`src/rtl/gpio_mw_pkg.sv`:
```
package gpio_mw_pkg;

    localparam int PORTS_PER_BANK = 4;
    localparam int PINS_PER_PORT  = 8;
    localparam int WORD_W         = 32;

    // Low two bits of the offset nibble select the field; bit 3 selects the alias.
    typedef enum logic [1:0] {
        FLD_CFG = 2'd0,
        FLD_DIR = 2'd1,
        FLD_DAT = 2'd2,
        FLD_PIN = 2'd3
    } fld_e;

    function automatic logic [PINS_PER_PORT-1:0] merge_pins(
        input logic [PINS_PER_PORT-1:0] cur,
        input logic [PINS_PER_PORT-1:0] sel,
        input logic [PINS_PER_PORT-1:0] val
    );
        return (cur & ~sel) | (val & sel);
    endfunction

endpackage

```
`src/rtl/gpio_mw_decode.sv`:
```
module gpio_mw_decode
    import gpio_mw_pkg::*;
#(
    parameter int NUM_BANKS = 2,
    parameter int ADDR_W    = 12,
    localparam int NPORTS   = NUM_BANKS * PORTS_PER_BANK,
    localparam int PORT_W   = (NPORTS > 1) ? $clog2(NPORTS) : 1
) (
    input  logic [ADDR_W-1:0] addr,
    output logic              hit,
    output logic              masked,
    output fld_e              fld,
    output logic [PORT_W-1:0] port_idx
);

    logic [3:0]        off_nib;
    logic [1:0]        port_sel;
    logic [ADDR_W-9:0] bank_num;
    logic              off_ok;
    logic              bank_ok;

    always_comb begin
        off_nib  = addr[7:4];
        port_sel = addr[3:2];
        bank_num = addr[ADDR_W-1:8];
        masked   = off_nib[3];
        fld      = fld_e'(off_nib[1:0]);
        // Offsets with bit 2 set hold nothing; the input field has no alias.
        if (off_nib[2])
            off_ok = 1'b0;
        else if (off_nib[3])
            off_ok = (off_nib[1:0] != 2'b11);
        else
            off_ok = 1'b1;
        bank_ok  = (int'(bank_num) < NUM_BANKS);
        hit      = off_ok && bank_ok;
        port_idx = PORT_W'((int'(bank_num) * PORTS_PER_BANK) + int'(port_sel));
    end

endmodule

```
`src/rtl/gpio_mw_port.sv`:
```
module gpio_mw_port
    import gpio_mw_pkg::*;
(
    input  logic                     clk,
    input  logic                     rst_n,
    input  logic                     wr_en,
    input  logic                     masked,
    input  fld_e                     fld,
    input  logic [WORD_W-1:0]        wdata,
    output logic [PINS_PER_PORT-1:0] cfg_q,
    output logic [PINS_PER_PORT-1:0] dir_q,
    output logic [PINS_PER_PORT-1:0] dat_q
);

    logic [PINS_PER_PORT-1:0] sel_bits;
    logic [PINS_PER_PORT-1:0] val_bits;

    always_comb begin
        val_bits = wdata[PINS_PER_PORT-1:0];
        sel_bits = masked ? wdata[2*PINS_PER_PORT-1:PINS_PER_PORT] : '1;
    end

    always_ff @(posedge clk or negedge rst_n) begin
        if (!rst_n) begin
            cfg_q <= '0;
            dir_q <= '0;
            dat_q <= '0;
        end else if (wr_en) begin
            unique case (fld)
                FLD_CFG: cfg_q <= merge_pins(cfg_q, sel_bits, val_bits);
                FLD_DIR: dir_q <= merge_pins(dir_q, sel_bits, val_bits);
                FLD_DAT: dat_q <= merge_pins(dat_q, sel_bits, val_bits);
                FLD_PIN: ;
            endcase
        end
    end

    assert_reset_clear_R1: assert property (@(posedge clk)
        !rst_n |=> (cfg_q == '0 && dir_q == '0 && dat_q == '0));

    assert_masked_cfg_keep_R3: assert property (@(posedge clk) disable iff (!rst_n)
        (wr_en && masked && fld == FLD_CFG) |=>
        (((cfg_q ^ $past(cfg_q)) & ~$past(wdata[15:8])) == '0));

    assert_masked_dir_keep_R3: assert property (@(posedge clk) disable iff (!rst_n)
        (wr_en && masked && fld == FLD_DIR) |=>
        (((dir_q ^ $past(dir_q)) & ~$past(wdata[15:8])) == '0));

    assert_masked_dat_keep_R3: assert property (@(posedge clk) disable iff (!rst_n)
        (wr_en && masked && fld == FLD_DAT) |=>
        (((dat_q ^ $past(dat_q)) & ~$past(wdata[15:8])) == '0));

    assert_idle_hold_R9: assert property (@(posedge clk) disable iff (!rst_n)
        (!wr_en || fld == FLD_PIN) |=>
        ($stable(cfg_q) && $stable(dir_q) && $stable(dat_q)));

endmodule

```
`src/rtl/gpio_mw_sync.sv`:
```
module gpio_mw_sync #(
    parameter int WIDTH = 64
) (
    input  logic             clk,
    input  logic             rst_n,
    input  logic [WIDTH-1:0] async_d,
    output logic [WIDTH-1:0] sync_q
);

    logic [WIDTH-1:0] stage1;

    always_ff @(posedge clk or negedge rst_n) begin
        if (!rst_n) begin
            stage1 <= '0;
            sync_q <= '0;
        end else begin
            stage1 <= async_d;
            sync_q <= stage1;
        end
    end

endmodule

```
`src/rtl/gpio_masked_bank.sv`:
```
module gpio_masked_bank
    import gpio_mw_pkg::*;
#(
    parameter int NUM_BANKS = 2,
    parameter int ADDR_W    = 12,
    localparam int NPORTS   = NUM_BANKS * PORTS_PER_BANK,
    localparam int NPINS    = NPORTS * PINS_PER_PORT,
    localparam int PORT_W   = (NPORTS > 1) ? $clog2(NPORTS) : 1
) (
    input  logic              clk,
    input  logic              rst_n,
    input  logic [ADDR_W-1:0] bus_addr,
    input  logic              bus_wr,
    input  logic [31:0]       bus_wdata,
    input  logic              bus_rd,
    output logic [31:0]       bus_rdata,
    input  logic [NPINS-1:0]  pad_in,
    output logic [NPINS-1:0]  pad_out,
    output logic [NPINS-1:0]  pad_oe
);

    logic              dec_hit;
    logic              dec_masked;
    fld_e              dec_fld;
    logic [PORT_W-1:0] dec_port;

    logic [PINS_PER_PORT-1:0] cfg_arr [NPORTS];
    logic [PINS_PER_PORT-1:0] dir_arr [NPORTS];
    logic [PINS_PER_PORT-1:0] dat_arr [NPORTS];
    logic [NPINS-1:0]         pin_sync;
    logic [31:0]              rd_word;

    gpio_mw_decode #(
        .NUM_BANKS (NUM_BANKS),
        .ADDR_W    (ADDR_W)
    ) u_decode (
        .addr     (bus_addr),
        .hit      (dec_hit),
        .masked   (dec_masked),
        .fld      (dec_fld),
        .port_idx (dec_port)
    );

    gpio_mw_sync #(
        .WIDTH (NPINS)
    ) u_sync (
        .clk     (clk),
        .rst_n   (rst_n),
        .async_d (pad_in),
        .sync_q  (pin_sync)
    );

    for (genvar g = 0; g < NPORTS; g++) begin : g_port
        logic port_wr;

        always_comb port_wr = bus_wr && dec_hit && (dec_port == PORT_W'(g));

        gpio_mw_port u_port (
            .clk    (clk),
            .rst_n  (rst_n),
            .wr_en  (port_wr),
            .masked (dec_masked),
            .fld    (dec_fld),
            .wdata  (bus_wdata),
            .cfg_q  (cfg_arr[g]),
            .dir_q  (dir_arr[g]),
            .dat_q  (dat_arr[g])
        );

        always_comb begin
            pad_oe [g*PINS_PER_PORT +: PINS_PER_PORT] = cfg_arr[g] & dir_arr[g];
            pad_out[g*PINS_PER_PORT +: PINS_PER_PORT] = dat_arr[g];
        end
    end

    always_comb begin
        rd_word = '0;
        if (dec_hit) begin
            unique case (dec_fld)
                FLD_CFG: rd_word[PINS_PER_PORT-1:0] = cfg_arr[dec_port];
                FLD_DIR: rd_word[PINS_PER_PORT-1:0] = dir_arr[dec_port];
                FLD_DAT: rd_word[PINS_PER_PORT-1:0] = dat_arr[dec_port];
                FLD_PIN: rd_word[PINS_PER_PORT-1:0] =
                             pin_sync[int'(dec_port)*PINS_PER_PORT +: PINS_PER_PORT];
            endcase
        end
    end

    always_ff @(posedge clk or negedge rst_n) begin
        if (!rst_n)
            bus_rdata <= '0;
        else if (bus_rd)
            bus_rdata <= rd_word;
    end

    assert_rdata_hold_R8: assert property (@(posedge clk) disable iff (!rst_n)
        !bus_rd |=> $stable(bus_rdata));

    assert_rdata_upper_zero_R8: assert property (@(posedge clk) disable iff (!rst_n)
        bus_rd |=> (bus_rdata[31:8] == 24'd0));

    assert_unmapped_read_zero_R9: assert property (@(posedge clk) disable iff (!rst_n)
        (bus_rd && !dec_hit) |=> (bus_rdata == 32'd0));

endmodule

```
`config.mk`:
```
export PLATFORM = sky130hd
export DESIGN_NAME = gpio_masked_bank
export DESIGN_NICKNAME = d
export VERILOG_FILES = /design/src/rtl/gpio_mw_pkg.sv /design/src/rtl/gpio_mw_decode.sv /design/src/rtl/gpio_mw_port.sv /design/src/rtl/gpio_mw_sync.sv /design/src/rtl/gpio_masked_bank.sv
export SDC_FILE = /design/constraint.sdc
export NUM_CORES = 1
export LEC_CHECK = 0
export CAP_MARGIN = 20
export CORE_ASPECT_RATIO = 1.75
export CORE_UTILIZATION = 48
export DETAILED_ROUTE_END_ITERATION = 8
export PLACE_DENSITY = 0.77
export SYNTH_ARGS = -nofsm -noshare
export SYNTH_HDL_FRONTEND = slang
export SYNTH_SLANG_ARGS = --single-unit
export TNS_END_PERCENT = 50
```
`constraint.sdc`:
```
create_clock -name clk -period 1.35 [get_ports clk]
set_input_delay 0.27 -clock clk [delete_from_list [all_inputs] [get_ports clk]]
set_output_delay 0.27 -clock clk [all_outputs]
set_load 0.02 [all_outputs]
```
==> out/metrics.yaml <==
status: "finished, violations left"
violations: "setup timing"
syn_area_per_cell_um2: 12.6
cts_max_path_buffers: 3
synth_seq_cells: 328
grt_pass1_wl_um: 71800
layout_commonest_cell: "dfrtp_1"
ys_seq_area_frac: 0.562
track_usage: 0.309
grt_max_degree: 71
root_buffer: "clkbuf_16"
synth_edf_count: 0
cp_max_fo: 2
gr-total-overflow: 0
dieArea_um2: 31200
num_vias: 12102
synth_compound_area_frac: 0.0380
initial_core_util: 0.488
die_y_um: 233
synth_area_um2: 14600
worst_path_largest_cell_delay_ns: 0.40
cp_data_required_time_ns: 1.08
fin_crit_sh: 1.22
numPortBuffers: 229
period_minus_slack_ns: 1.64
wire_per_inst_um: 23.7
hp-class: "primary input to register"
place.gp.congestion: 0.929
synth_fa_ha_area_frac: 0
critical_path_class: "register to primary output"
drive_gt1_frac: 0.527
power.leakage_nw: 10.7
antenna_found_initial: 0
dpl.hpwl_um: 32400
insertion_delay_ns: 0.56
finalWirelength_um: 49500
crit_chain: "buf_6 -> and2_4 -> buf_6"
drc: 0
drt-initial-drc-count: 1102
cts.sinks: 328
postRouteAntennaNets: 0
grt_pass1_vias: 12417
ir_drop_mv: 1.10
core_um2: 30000
power_w: 0.0213
drtPass1Iterations: 6
die_width_um: 134
whs_ns: 0.137
area_growth_pct: 49.5
cts_tree: "yes"
diodes: 0
muxShareOfSynthArea: 0.233
placementRows: 84
synth_simple_gate_area_frac: 0.132
finalMaxSlewViolations: 0
routed_via_density: 5.80
cp_slowest_cell: "dfrtp_1"
nets: 1791
end_kind: "primary output"
yosysTopAreaCell: "dfrtp_1"
setup_viol: 160
netlist.area_leader.share: 0.562
hold_violations: 0
numCtsBuffers: 28
synth_area_leaders: "dfrtp_1 (56%), mux2_2 (14%), mux4_2 (4.9%), mux2i_1 (3.5%), nand2_1 (3.2%)"
critPathArrivalTime_ns: 1.37
cts.clk_slew.worst_paths_ns: 0.07
pre_cts_ws_ns: -1.01
rsz0062_at_grt: "true"
power_density_nw_per_um2: 977
startpoint_type: "register"
cpMostUsedCell: "buf_6"
skew_ns: 0.0110
max_freq_mhz: 609
synthArstFlopShare: 1.00
synthCells: 1159
layout_common_cells: "dfrtp_1 (327), buf_4 (230), buf_6 (195), mux2_2 (181), nand2_1 (105)"
cp_num_buf_inv: 2
crit_family: "flip-flops"
cap_violations: 0
synth_top_family_by_area: "multiplexers"
synth_cell_type_count: 50
yosysWarnings: 0
cts_max_level: 1
synthXorXnorAreaFrac: 0
setup_slack_ns: -0.291
synthFlopType: "dfrtp_1"
ios: 272
worst register-to-register path, stage by stage (launching register included):
cell and delay, ns:
dfrtp_1 0.40, buf_6 0.12, mux4_2 0.49, o22ai_1 0.20
and3_1 0.18, a32oi_1 0.09
cells in the mapped netlist (7+ instances only):
library cell and instances:
nand3_1 14, mux4_2 32, buf_4 33, and2_1 69, dfrtp_1 328, mux2_2 188
mux2i_1 51, a32oi_1 10, a221oi_1 7, nor2_1 102, o22ai_1 14, nor2b_1 13
buf_2 21, clkbuf_1 30, nand2_1 123, a21oi_1 13, nand2b_1 19, o21ai_0 21
final cells by class:
class,count,area [µm²]
Sequential cell,328,8210
Clock buffer,32,737
Tap cell,387,484
Clock inverter,19,233
Fill cell,1804,8110
Inverter,4,15.0
Timing Repair Buffer,553,5600
Multi-Input combinational cell,764,6570
final timing paths:
kind,startpoint,slack [ns],end,depth (start not counted)
max,register,-0.29,pad_oe[52],3
min,pad_in[43],0.14,u_sync.stage1[43],1
max reg2reg,register,-0.25,bus_rdata[5],5
min in group asynchronous,rst_n,0.17,asynchronous set/reset pin,2
min reg2reg,u_sync.stage1[44],0.34,u_sync.sync_q[44],0
max in group asynchronous,rst_n,0.51,asynchronous set/reset pin,3
per-layer routing:
layer | vias to the layer above | track usage | part of all wire
met5 | - | 0 | 0
met4 | 0 | 0.216 | 0.081
met3 | 251 | 0.0412 | 0.073
met2 | 728 | 0.541 | 0.52
met1 | 6077 | 0.347 | 0.33
li1 | 5046 | - | -
power by group:
part           internal, W  leakage (nW)  switching, W  total [W]
clock network      0.00474         0.444       0.00384    0.00858
logic              0.00118          5.94       0.00128    0.00246
registers           0.0101          4.27      0.000160     0.0103
total               0.0161          10.7       0.00527     0.0213
metrics by stage:
step | TNS [ns] | instance area [µm²] | instances | util
2_1_floorplan | -46.95 | 14800 | 1182 | -
6_report | -18.11 | 21800 | 2087 | 0.729
5_1_grt | -22.76 | 21800 | 2087 | 0.729
4_1_cts | -17.90 | 21300 | 2052 | 0.711
3_5_place_dp | -172.62 | 19000 | 1923 | 0.634
3_3_place_gp | -167.54 | 19000 | 1923 | 0.634
cells by family after synthesis:
group                  count (synthesis)
AOI/OAI and AO/OA                     83
muxes                                276
DFF                                  328
other                                  1
and+or+nand+nor                      380
buffers and inverters                 91
timing repair:
item	4_1_cts	5_1_grt
buffers inserted	75	35
hold buffers	1	0
endpoints found under the hold margin	255	0
cloned	2	0
pin swaps	57	46
setup endpoints to repair	336	287
gates resized for setup	834	79
Note: power is estimated with default switching activity, not from simulation.
